`src/rtl/splitlane_pkg.sv`:
```
`timescale 1ns/1ps
package splitlane_pkg;
    typedef enum logic [1:0] {
        OP_ACT = 2'b00,
        OP_PRE = 2'b01,
        OP_RD  = 2'b10,
        OP_WR  = 2'b11
    } link_op_e;

    function automatic int beats_for(input int bits, input int lanes);
        return (bits + lanes - 1) / lanes;
    endfunction
endpackage

```
`src/rtl/splitlane_cmd_ser.sv`:
```
`timescale 1ns/1ps
module splitlane_cmd_ser #(
    parameter int CMD_W = 18,
    parameter int CL    = 2
) (
    input  logic             clk,
    input  logic             rst_n,
    input  logic             load,
    input  logic [CMD_W-1:0] load_word,
    output logic             idle,
    output logic             last_beat,
    output logic             beat_valid,
    output logic [CL-1:0]    lanes
);
    import splitlane_pkg::*;

    localparam int CBEATS = beats_for(CMD_W, CL);
    localparam int SHW    = CBEATS * CL;
    localparam int CW     = $clog2(CBEATS + 1);
    localparam logic [CW-1:0] LASTC = CW'(CBEATS - 1);

    typedef enum logic {C_IDLE, C_SHIFT} cstate_e;

    cstate_e         state, state_nxt;
    logic [SHW-1:0]  shreg;
    logic [CW-1:0]   cnt;

    always_comb begin
        state_nxt = state;
        unique case (state)
            C_IDLE:  if (load) state_nxt = C_SHIFT;
            C_SHIFT: if (cnt == LASTC) state_nxt = C_IDLE;
            default: state_nxt = C_IDLE;
        endcase
    end

    always_ff @(posedge clk) begin
        if (!rst_n) state <= C_IDLE;
        else        state <= state_nxt;
    end

    always_ff @(posedge clk) begin
        if (!rst_n) begin
            shreg <= '0;
            cnt   <= '0;
        end else if (state == C_IDLE) begin
            if (load) begin
                shreg <= SHW'(load_word);
                cnt   <= '0;
            end
        end else begin
            shreg <= shreg >> CL;
            cnt   <= cnt + 1'b1;
        end
    end

    always_comb begin
        idle       = (state == C_IDLE);
        beat_valid = (state == C_SHIFT);
        last_beat  = (state == C_SHIFT) && (cnt == LASTC);
        lanes      = beat_valid ? shreg[CL-1:0] : '0;
    end
endmodule

```
`src/rtl/splitlane_data_eng.sv`:
```
`timescale 1ns/1ps
module splitlane_data_eng #(
    parameter int XW = 64,
    parameter int DL = 6
) (
    input  logic          clk,
    input  logic          rst_n,
    input  logic          start_wr,
    input  logic          start_rd,
    input  logic [XW-1:0] wdata,
    output logic          idle,
    output logic [DL-1:0] dq_out,
    output logic          dq_oe,
    input  logic [DL-1:0] dq_in,
    input  logic          dq_in_valid,
    output logic          rsp_valid,
    output logic [XW-1:0] rsp_data
);
    import splitlane_pkg::*;

    localparam int DBEATS = beats_for(XW, DL);
    localparam int PADW   = DBEATS * DL;
    localparam int CW     = $clog2(DBEATS + 1);
    localparam logic [CW-1:0] LASTD = CW'(DBEATS - 1);

    typedef enum logic [1:0] {D_IDLE, D_WRITE, D_READ} dstate_e;

    dstate_e         state, state_nxt;
    logic [PADW-1:0] shreg;
    logic [CW-1:0]   cnt;
    logic            rd_take;
    logic            rd_last;

    assign rd_take = (state == D_READ) && dq_in_valid;
    assign rd_last = rd_take && (cnt == LASTD);

    always_comb begin
        state_nxt = state;
        unique case (state)
            D_IDLE: begin
                if (start_wr)      state_nxt = D_WRITE;
                else if (start_rd) state_nxt = D_READ;
            end
            D_WRITE: if (cnt == LASTD) state_nxt = D_IDLE;
            D_READ:  if (rd_last)      state_nxt = D_IDLE;
            default: state_nxt = D_IDLE;
        endcase
    end

    always_ff @(posedge clk) begin
        if (!rst_n) state <= D_IDLE;
        else        state <= state_nxt;
    end

    always_ff @(posedge clk) begin
        if (!rst_n) begin
            shreg     <= '0;
            cnt       <= '0;
            rsp_valid <= 1'b0;
            rsp_data  <= '0;
        end else begin
            rsp_valid <= rd_last;
            unique case (state)
                D_IDLE: begin
                    cnt <= '0;
                    if (start_wr)      shreg <= PADW'(wdata);
                    else if (start_rd) shreg <= '0;
                end
                D_WRITE: begin
                    shreg <= shreg >> DL;
                    cnt   <= cnt + 1'b1;
                end
                D_READ: begin
                    if (rd_take) begin
                        shreg <= {dq_in, shreg[PADW-1:DL]};
                        cnt   <= cnt + 1'b1;
                    end
                    if (rd_last) rsp_data <= XW'({dq_in, shreg[PADW-1:DL]});
                end
                default: cnt <= '0;
            endcase
        end
    end

    always_comb begin
        idle   = (state == D_IDLE);
        dq_oe  = (state == D_WRITE);
        dq_out = dq_oe ? shreg[DL-1:0] : '0;
    end
endmodule

```
`src/rtl/splitlane_link.sv`:
```
`timescale 1ns/1ps
module splitlane_link #(
    parameter int TOTAL_LANES = 8,
    parameter int DATA_LANES  = 6,
    parameter int BANK_W      = 2,
    parameter int ADDR_W      = 14,
    parameter int XFER_W      = 64
) (
    input  logic                              clk,
    input  logic                              rst_n,
    input  logic                              req_valid,
    output logic                              req_ready,
    input  logic [1:0]                        req_op,
    input  logic [BANK_W-1:0]                 req_bank,
    input  logic [ADDR_W-1:0]                 req_addr,
    input  logic [XFER_W-1:0]                 req_wdata,
    output logic                              rsp_valid,
    output logic [XFER_W-1:0]                 rsp_data,
    output logic [TOTAL_LANES-DATA_LANES-1:0] cmd_lanes_o,
    output logic                              cmd_valid_o,
    output logic [DATA_LANES-1:0]             dq_out,
    output logic                              dq_oe,
    input  logic [DATA_LANES-1:0]             dq_in,
    input  logic                              dq_in_valid
);
    import splitlane_pkg::*;

    localparam int CMD_LANES = TOTAL_LANES - DATA_LANES;
    localparam int CMD_W     = 2 + BANK_W + ADDR_W;

    typedef enum logic [1:0] {P_EMPTY, P_WAIT_CMD, P_ARMED} pstate_e;

    pstate_e           pstate, pstate_nxt;
    logic              pend_is_wr;
    logic [XFER_W-1:0] pend_wdata;
    logic              cmd_idle, cmd_last;
    logic              data_idle;
    logic              accept, needs_data, start;

    assign needs_data = (req_op == OP_RD) || (req_op == OP_WR);
    assign accept     = req_valid && req_ready;
    assign start      = data_idle && ((pstate == P_ARMED) ||
                                      ((pstate == P_WAIT_CMD) && cmd_last));

    always_comb begin
        pstate_nxt = pstate;
        unique case (pstate)
            P_EMPTY:    if (accept && needs_data) pstate_nxt = P_WAIT_CMD;
            P_WAIT_CMD: begin
                if (start)         pstate_nxt = P_EMPTY;
                else if (cmd_last) pstate_nxt = P_ARMED;
            end
            P_ARMED:    if (start) pstate_nxt = P_EMPTY;
            default:    pstate_nxt = P_EMPTY;
        endcase
    end

    always_ff @(posedge clk) begin
        if (!rst_n) pstate <= P_EMPTY;
        else        pstate <= pstate_nxt;
    end

    always_ff @(posedge clk) begin
        if (!rst_n) begin
            pend_is_wr <= 1'b0;
            pend_wdata <= '0;
        end else if (accept && needs_data) begin
            pend_is_wr <= (req_op == OP_WR);
            pend_wdata <= req_wdata;
        end
    end

    always_comb begin
        req_ready = cmd_idle && (pstate == P_EMPTY);
    end

    splitlane_cmd_ser #(
        .CMD_W (CMD_W),
        .CL    (CMD_LANES)
    ) u_cmd (
        .clk        (clk),
        .rst_n      (rst_n),
        .load       (accept),
        .load_word  ({req_addr, req_bank, req_op}),
        .idle       (cmd_idle),
        .last_beat  (cmd_last),
        .beat_valid (cmd_valid_o),
        .lanes      (cmd_lanes_o)
    );

    splitlane_data_eng #(
        .XW (XFER_W),
        .DL (DATA_LANES)
    ) u_data (
        .clk         (clk),
        .rst_n       (rst_n),
        .start_wr    (start && pend_is_wr),
        .start_rd    (start && !pend_is_wr),
        .wdata       (pend_wdata),
        .idle        (data_idle),
        .dq_out      (dq_out),
        .dq_oe       (dq_oe),
        .dq_in       (dq_in),
        .dq_in_valid (dq_in_valid),
        .rsp_valid   (rsp_valid),
        .rsp_data    (rsp_data)
    );
endmodule

```
`config.mk`:
```
export PLATFORM = sky130hd
export DESIGN_NAME = splitlane_link
export DESIGN_NICKNAME = d
export VERILOG_FILES = /design/src/rtl/splitlane_pkg.sv /design/src/rtl/splitlane_cmd_ser.sv /design/src/rtl/splitlane_data_eng.sv /design/src/rtl/splitlane_link.sv
export SDC_FILE = /design/constraint.sdc
export NUM_CORES = 1
export LEC_CHECK = 0
export BUFFER_PORTS_ARGS = -buffer_cell sky130_fd_sc_hd__buf_2
export CAP_MARGIN = 25
export CORE_MARGIN = 4
export CORE_UTILIZATION = 40
export DETAILED_ROUTE_END_ITERATION = 10
export PLACE_DENSITY_LB_ADDON = 0.05
export SLEW_MARGIN = 20
export SYNTH_ARGS = -nofsm -noshare
export SYNTH_HDL_FRONTEND = slang
export SYNTH_HIERARCHICAL = 1
export SYNTH_SLANG_ARGS = --single-unit
```
`constraint.sdc`:
```
create_clock -name clk -period 2.5 [get_ports clk]
set_input_delay 0.125 -clock clk [delete_from_list [all_inputs] [get_ports clk]]
set_output_delay 0.125 -clock clk [all_outputs]
set_load 0.01 [all_outputs]
```
# == Word-level counts from Yosys, hierarchy flattened ==
# Cells that the tools add are included.
# totals
ff_bits,227
inputBits,92
output_inout_bits,76
wordCells,78
# classes
add_sub_neg,2
n_eq_ne,15
mux,25
n_bitwise,2
reduce_logical,22
# ops
cell,count
66-bit 2-to-1 mux,3
66-bit case mux with 3 select lines,1
16-bit 2-to-1 mux,2
2-bit 2-to-1 mux,9
4-bit 2-to-1 mux,3
2-bit case mux with 3 select lines,2
1-bit logical AND,10
3-bit AND reduction,3
"4-bit by 1-bit adder with 4-bit output, second input constant",2
"2-bit equality test, second input constant",4
"4-bit equality test, second input constant",2
4-bit case mux with 2 select lines,1
6-bit 2-to-1 mux,1
"2-bit by 1-bit inequality test with 1-bit output, second input constant",3
"2-bit by 1-bit equality test with 1-bit output, second input constant",2
2-bit logical NOT,2
"2-bit inequality test, second input constant",2
"3-bit by 1-bit inequality test with 1-bit output, second input constant",1
"3-bit inequality test, second input constant",1
3-bit nonzero test,1
1-bit logical OR,2
1-bit 2-to-1 mux,2
1-bit NOT,2
1-bit case mux with 2 select lines,1
other kinds (4),4

# == Longest topological paths before layout ==
# Gate-level depths: netlist (run 1).
# logic_depth
ltp_word,9
depth_mapped,11
ltp_nobuf,9

# == Cells and area by module ==
# Netlist (run 1), hierarchy kept.
# by_module_without_submodules
mod,instances,cells_per_inst,area_each_um2,seq_area_each_um2
splitlane_data_eng,1,639,5789.3,2742.6
splitlane_link,1,296,2742.6,1341.3
splitlane_cmd_ser,1,109,1077.3,460.4

# == Worst setup path after synthesis (run 1) ==
# No wires, ideal clock.
# synth_timing
path_kind,flip-flop to flip-flop
startpoint,reg u_cmd.cnt[0]
endpoint,reg u_data.shreg[44]
setup_time_ns,0.116
arrival_time_ns,2.008
required_time_ns,2.384
slack_ns,0.376
path_stages_with_launch,11
n_path_buf,2
period_less_slack_ns,2.124
cell_sequence,dfxtp_1 inv_1 ha_1 and4_1 a21oi_1 and3b_1 nor3b_2 nor3_2 buf_2 buf_4 o211a_1
# synth_between
elab_chain_cells,8
word_cells_on_any_way,11
cone_classes,eq/ne: 2; mux: 2; reduce/logical: 7
# synth_rtl
item,line,source
start: declaration,splitlane_cmd_ser.sv:26,logic [CW-1:0] cnt;
start signal: assignment,splitlane_cmd_ser.sv:53,cnt <= cnt + 1'b1;
4-bit equality test *,splitlane_cmd_ser.sv:60,last_beat = (state == C_SHIFT) && (cnt == LASTC);
1-bit logical AND *,splitlane_cmd_ser.sv:60,
via cmd_last,splitlane_link.sv:36,"logic cmd_idle, cmd_last;"
1-bit logical AND *,splitlane_link.sv:43,((pstate == P_WAIT_CMD) && cmd_last));
1-bit logical OR *,splitlane_link.sv:42,assign start = data_idle && ((pstate == P_ARMED) ||
1-bit logical AND *,splitlane_link.sv:42,
"1-bit logical AND, on equally long branches","splitlane_link.sv:98, splitlane_link.sv:97",
3-bit by 1-bit inequality test with 1-bit output (no line) / 66-bit 2-to-1 mux (equally long branches),--,
3-bit AND reduction (no line) / 66-bit case mux with 3 select lines (equally long branches),--,
end signal: assignment,splitlane_data_eng.sv:66,if (start_wr) shreg <= PADW'(wdata);
end signal: assignment,splitlane_data_eng.sv:70,shreg <= shreg >> DL;
end signal: assignment,splitlane_data_eng.sv:75,"shreg <= {dq_in, shreg[PADW-1:DL]};"
end: declaration,splitlane_data_eng.sv:29,logic [PADW-1:0] shreg;
# Mark *: on every way through the listed nets, which the timed path passes. The rest lies on a longest branch.
# A chain may end at the register's enable or synchronous reset.

# == Worst setup path after layout (run 1) ==
# layout_timing
startpoint,reg u_cmd.cnt[1]
endpoint,reg u_data.shreg[48]
# The elaborated chain is that of the path after synthesis.

==> results of run 1 <==
worst max path at each step:
stage | from | to | slack [ns] | cells past startpoint
floorplan | u_cmd/cnt[0] | u_data/shreg[44] | 0.38 | 10
global placement | u_cmd/cnt[1] | u_data/shreg[24] | -0.01 | 10
detailed placement | u_cmd/cnt[1] | u_data/shreg[28] | -0.07 | 10
CTS | u_cmd/cnt[1] | u_data/shreg[6] | 0.02 | 10
global route | u_cmd/cnt[1] | u_data/shreg[65] | -0.02 | 10
finish | u_cmd/cnt[1] | u_data/shreg[48] | 0.15 | 10
per-stage QoR:
stage,std cells,utilization (%)
floorplan,1044,-
global placement,1464,45.2
detailed placement,1464,45.2
CTS,1602,52.7
global route,1606,52.9
finish,1606,52.9
final cells by class:
| type | count | area, um2 |
|---|---|---|
| clock buffers | 38 | 756 |
| clock inverters | 7 | 73.8 |
| fillers | 2248 | 11100 |
| inverters | 7 | 26.3 |
| multi-input cells | 722 | 4550 |
| flip-flops and latches | 227 | 4540 |
| well taps | 319 | 399 |
| repair buffers | 286 | 2110 |
worst register-to-register path: cells and delay by family, from the launching register on:
kind            cells  cell delay (ns)
compound gates      3             0.41
fa+ha+maj           1             0.14
buf+inv             2             0.23
flops               1             0.32
simple gates        4             1.20
timing repair:
item                       in CTS  in global routing
gates cloned                    0                  1
pin swaps                       1                  1
hold endpoints to repair       89                  0
setup buffers                   3                  3
hold buffers                   90                  0
resized for setup               0                  4
setup endpoints to repair      56                 52
cell usage in the layout, fill, tap and decap left out, drive strengths merged, types with 8 or more instances in the layout:
cell type / instances
clkbuf: 39
a22oi: 60
a21boi: 70
ha: 8
dlygate4sd3: 90
o211a: 80
mux2i: 84
buf: 195
dfxtp: 227
nand2: 343
nor2b: 13
and2: 11
sequential cells by signal, indices dropped and copies added, names as in the netlist:
register and count:
u_cmd/cnt 4, u_data/shreg 66, u_data/cnt 4, u_data/state 2, pend_wdata 64, u_cmd/shreg 18, u_cmd/beat_valid 1, u_data/rsp_valid 1
pend_is_wr 1, pstate 2, u_data/rsp_data 64
power by group:
group / leakage [nW] / internal [mW] / switching (mW)
Clock: 0.407 / 2.19 / 1.47
Sequential: 1.84 / 3.73 / 0.0691
Combinational: 3.52 / 0.344 / 0.299
routing by layer:
metal / up-vias / wire length [um] / global-route usage [%]
met5: - / 0 / 0
met4: 0 / 253 / 3.24
met3: 24 / 1270 / 3.11
met2: 152 / 11600 / 30.2
met1: 3781 / 12200 / 25.8
li1: 4043 / - / -
cells by family after synthesis:
| logic type | Yosys count | synth area share [%] |
|---|---|---|
| simple gates | 398 | 17.2 |
| buf+inv | 96 | 5.81 |
| mux | 84 | 8.75 |
| compound gates | 231 | 19.9 |
| fa+ha+maj | 8 | 1.04 |
| flops | 227 | 47.3 |
==> impl_results.md, run 1 <==
* Status: finished clean
* Worst path arrival time at 2.82 ns
* First-pass GRT wire length at 40.6 mm
* Sum Neg Setup Slack at 0 ns
* Die area at 26600 um2
* Initial Util at 40.8%
* Routed len/inst at 15.8 um
* R2r endpoint: u_data/shreg[48]
* Power per cell area at 651 nW/um2
* Worst reg2reg path depth at 10
* Power Total at 8.11 mW
* Die Y at 163 um
* Initial antenna violation count at 0
* CTS tree: yes
* Gr ovfl total at 0
* Delay-heaviest family, CP: simple AND/OR/NAND/NOR gates
* Clk root buf: clkbuf_16
* Final Hold Fails at 0
* Worst EP required at 2.97 ns
* Syn Area/Cell at 9.20 um2
* Area Growth Syn to Fin at 29.7%
* Hold Path Origin: rst_n
* Synth top area cells: dfxtp_1 (47%), nand2_1 (13%), mux2i_1 (8.8%)
* Row cnt at 56
* Nets@finish at 1370
* Max-Cap Viols at 0
* Critical-path cell list: inv_1 > ha_1 > and4_1 > a21oi_2 > and3b_2 > buf_4 > nor2b_2 > a22oi_1 > nand2_1 > o211a_1
* Core area at 23500 um2
* Initial DRC count at 461
* Antenna diodes at 0
* CP max FO at 13
* WHS at 0.133 ns
* Vias at 8000
* Inserted Clock Buffers at 26
* Critical path class: flip-flop to flip-flop
* # setup viols final at 0
* Die width at 163 um
* Top post-synthesis cells by count: nand2_1 (343), dfxtp_1 (227), mux2i_1 (84)
* CP startpoint kind: flip-flop
* Worst Hold End: u_data/shreg[62]
* Synth area leader: dfxtp_1
* Vias/cell at 4.98
* Crit end category: flip-flop
* Slew at the pin with the worst max-slew slack at 0.673 ns
* H-tree depth at 1
* IO Count at 168
* CP max stage cell: nor2b_2
* Post-synthesis net count at 1144
* Warning count from the yosys run at 6
* Final Max Tran Viols at 0
* Post-synth ARST share at 0%
* Number of synthesized flops with an enable pin at 0
* Port Buffers at 167
* Area after DPL at 10700 um2
* Total Wirelength at 25.3 mm
* Longest Clk Path Bufs at 3
* HPWL after DPL at 15.5 mm
* DRC viols at 0
* Worst relative slew slack at 54.9%
* Most frequent cell after synthesis: nand2_1
* #FFs+latches synth at 227
* Main synth FF type: dfxtp_1
* Final clock skew at 0.0168 ns
* Largest net degree at the start of global routing at 88
* Synth Instances at 1044
* R2R setup slack at 0.15 ns
* Gr usage total at 18.4%
* Hold depth at 2
* Post-synthesis sequential area ratio at 47.3%
* Share of cells above drive strength 1 at 19.5%
* Max Fclk at 425 MHz
* P_leak at 5.76 nW
* DP Worst Slack at -0.0725 ns
* Tmin final at 2.35 ns
* First-pass detailed-route iteration total at 5
* Maximum VDD drop at 0.000453 V
* Routability cong. at 0.736
* Num Clock Sinks at 227
* Reg-to-Reg Start: u_cmd/cnt[1]
* WP buf/inv at 2
* Clk_lat worst skew at 0.52 ns
* Design area at 12500 um2
* Vias in the first global route at 7877
* Clk slew on worst S/H paths at 0.06 ns
* Fin crit share at 94.1%
* Hold crit path type: primary input to flip-flop
* Final ANT Viol Nets at 0
* Mapped Area at 9610 um2
* Crit path largest cell delay at 0.57 ns
* Share of the synthesized area in the top cell type at 47.3%
* Setup ws final at 0.148 ns
* Library cells used by synthesis at 42
(Power assumes the default switching activity.)
==> run 2, diff against run 1 <==
--- a/config.mk
+++ b/config.mk
@@ -7,8 +7,10 @@
 export LEC_CHECK = 0
 export BUFFER_PORTS_ARGS = -buffer_cell sky130_fd_sc_hd__buf_2
 export CAP_MARGIN = 25
+export CELL_PAD_IN_SITES_DETAIL_PLACEMENT = 0
+export CELL_PAD_IN_SITES_GLOBAL_PLACEMENT = 1
 export CORE_MARGIN = 4
-export CORE_UTILIZATION = 40
+export CORE_UTILIZATION = 42
 export DETAILED_ROUTE_END_ITERATION = 10
 export PLACE_DENSITY_LB_ADDON = 0.05
 export SLEW_MARGIN = 20
==> impl_results.md, run 2 (synthesis gave the netlist of run 1 again) <==
* First-pass GRT wire length at 41.2 mm (+1.5%)
* Sum Neg Setup Slack at 0 ns (unchanged)
* Vias/cell at 5.15 (+3.4%)
* Tmin final at 2.48 ns (+0.124 ns)
* Crit path largest cell delay at 0.62 ns (+0.05 ns)
* Biggest regs: u_data/shreg (66), pend_wdata (64), u_data/rsp_data (64)
* Critical path class: flip-flop to flip-flop
* Inserted Clock Buffers at 26 (unchanged)
* Fin crit share at 99.0% (+5.0 points)
* CP startpoint kind: flip-flop
* Fillcell total at 2127 (-5.4%)
* Row cnt at 55 (-1.8%)
* R2R setup slack at 0.02 ns (-0.12 ns)
* Clk_lat worst skew at 0.52 ns (about the same)
* H-tree depth at 1 (unchanged)
* Die area at 25400 um2 (-4.5%)
* R2r endpoint: u_data/shreg[37]
* Worst Hold End: pend_wdata[63]
* Worst EP required at 2.96 ns (about the same)
* DRC viols at 0 (unchanged)
* Nets@finish at 1373 (+0.22%)
* Final clock skew at 0.0111 ns (-0.00561 ns)
* Status: finished clean
* Maximum VDD drop at 0.000415 V (-8.2%)
* Area Growth Syn to Fin at 29.8% (about the same)
* Gr ovfl total at 0 (unchanged)
* Share of cells above drive strength 1 at 19.6% (+0.047 points)
* # setup viols final at 0 (unchanged)
* Antenna diodes at 0 (unchanged)
* Hold crit path type: primary input to flip-flop
* Routed len/inst at 16.9 um (+6.8%)
* P_leak at 5.78 nW (+0.24%)
* Num Clock Sinks at 227 (unchanged)
* Initial Util at 42.6% (+1.8 points)
* Clk slew on worst S/H paths at 0.06 ns (about the same)
* Crit end category: flip-flop
* CTS tree: yes
* HPWL after DPL at 15.4 mm (-0.61%)
* Max reg flops at 66 (unchanged)
* Critical-path cell list: inv_1 > ha_1 > and4_4 > a21oi_4 > and3b_2 > buf_4 > nor2b_2 > a22oi_1 > nand2_1 > o211a_1
* Layout Cells excl Fill at 1574 (-2.0%)
* Setup ws final at 0.0242 ns (-0.124 ns)
* Final Max Tran Viols at 0 (unchanged)
* Largest net degree at the start of global routing at 83 (-5.7%)
* Worst reg2reg path depth at 10 (unchanged)
* Max Fclk at 404 MHz (-5.0%)
* Longest Clk Path Bufs at 3 (unchanged)
* Die width at 159 um (-2.3%)
* Power Total at 7.94 mW (-2.1%)
* Final ANT Viol Nets at 0 (unchanged)
* Final Hold Fails at 0 (unchanged)
* Vias in the first global route at 7874 (-0.038%)
* DP Cell Count at 1428 (-2.5%)
* Power per cell area at 636 nW/um2 (-2.2%)
* Max-Cap Viols at 0 (unchanged)
* Worst relative slew slack at 50.1% (-4.8 points)
* IO Count at 168 (unchanged)
* Commonest non-fill, non-tap cell in the layout: nand2_1
* Commonest cells after routing, fill and taps aside: nand2_1 (343), dfxtp_1 (225), buf_2 (166), dlygate4sd3_1 (89), mux2i_1 (84)
* Port Buffers at 167 (unchanged)
* Initial DRC count at 430 (-6.7%)
* DP Worst Slack at 0.0403 ns (+0.113 ns)
* Gr usage total at 19.1% (+0.69 points)
* CP max stage cell: nor2b_2
* Initial antenna violation count at 0 (unchanged)
* Slew at the pin with the worst max-slew slack at 0.745 ns (+0.0713 ns)
* Hold Path Origin: rst_n
* Util after Layout at 55.3% (+2.3 points)
* Hold depth at 3 (+1)
* Routability cong. at 0.760 (+3.2%)
* Clk root buf: clkbuf_16
* Vias at 8109 (+1.4%)
* Reg-to-Reg Start: u_cmd/cnt[0]
* First-pass detailed-route iteration total at 7 (+2)
* Top reg by flops: u_data/shreg
* Core area at 22600 um2 (-4.1%)
* CP max FO at 13 (unchanged)
* Total Wirelength at 26.5 mm (+4.7%)
* Die Y at 159 um (-2.3%)
* Worst path arrival time at 2.94 ns (+0.12 ns)
-- run 2: worst max-delay path by stage --
| stage | from | end | slack [ns] |
|---|---|---|---|
| floorplan | u_cmd/cnt[0] | u_data/shreg[44] | 0.38 |
| global placement | u_cmd/cnt[0] | u_data/shreg[19] | 0.07 |
| detailed placement | u_cmd/cnt[0] | u_data/shreg[15] | 0.04 |
| CTS | u_cmd/cnt[0] | u_data/shreg[1] | 0.01 |
| global route | u_cmd/cnt[0] | u_data/shreg[7] | -0.04 |
| finish | u_cmd/cnt[0] | u_data/shreg[37] | 0.02 |
-- run 2: through the flow --
stage / hold WS [ns] / area [um2]
floorplan: 0.260 / 9610
global placement: 0.363 / 10600
detailed placement: 0.373 / 10600
CTS: 0.172 / 12300
global route: 0.196 / 12500
finish: 0.171 / 12500
-- run 2: per-layer routing --
| metal | track usage [%] | vias to the layer above | part of all wire (%) | routed length (um) |
|---|---|---|---|---|
| met2 | 32.3 | 179 | 48 | 12600 |
| met5 | 0 | - | 0 | 0 |
| met3 | 3.55 | 25 | 4.8 | 1270 |
| met4 | 3.08 | 0 | 1.2 | 308 |
| met1 | 26.0 | 3859 | 47 | 12300 |
| li1 | - | 4046 | - | - |
-- run 2: power breakdown --
| part | switching, mW | leakage (nW) | internal (mW) |
|---|---|---|---|
| Combinational | 0.305 | 3.56 | 0.353 |
| Sequential | 0.0701 | 1.84 | 3.74 |
| Clock | 1.42 | 0.379 | 2.06 |
| Total | 1.79 | 5.78 | 6.15 |
-- run 2: layout make-up --
| cell class | instances | area (um2) | area share (%) |
|---|---|---|---|
| timing repair buffer | 289 | 2210 | 17.7 |
| sequential | 227 | 4550 | 36.4 |
| clock inverter | 3 | 15.0 | 0.120 |
| multi-input combinational | 722 | 4560 | 36.6 |
| tap | 285 | 357 | 2.86 |
| inverter | 7 | 26.3 | 0.211 |
| clock buffer | 41 | 758 | 6.08 |
-- run 2: what timing repair did --
item                       in CTS  in global routing
gates resized for setup         0                  8
setup endpoints to repair       0                 65
hold buffers                   89                  0
hold endpoints to repair       91                  0
buffers inserted                0                  6
-- run 2: critical path, delay by kind of cell, from the launching register on --
| family | cells | cell delay [ns] |
|---|---|---|
| simple gates | 4 | 1.29 |
| flops | 1 | 0.33 |
| compound gates | 3 | 0.43 |
| fa+ha+maj | 1 | 0.15 |
| buf+inv | 2 | 0.21 |
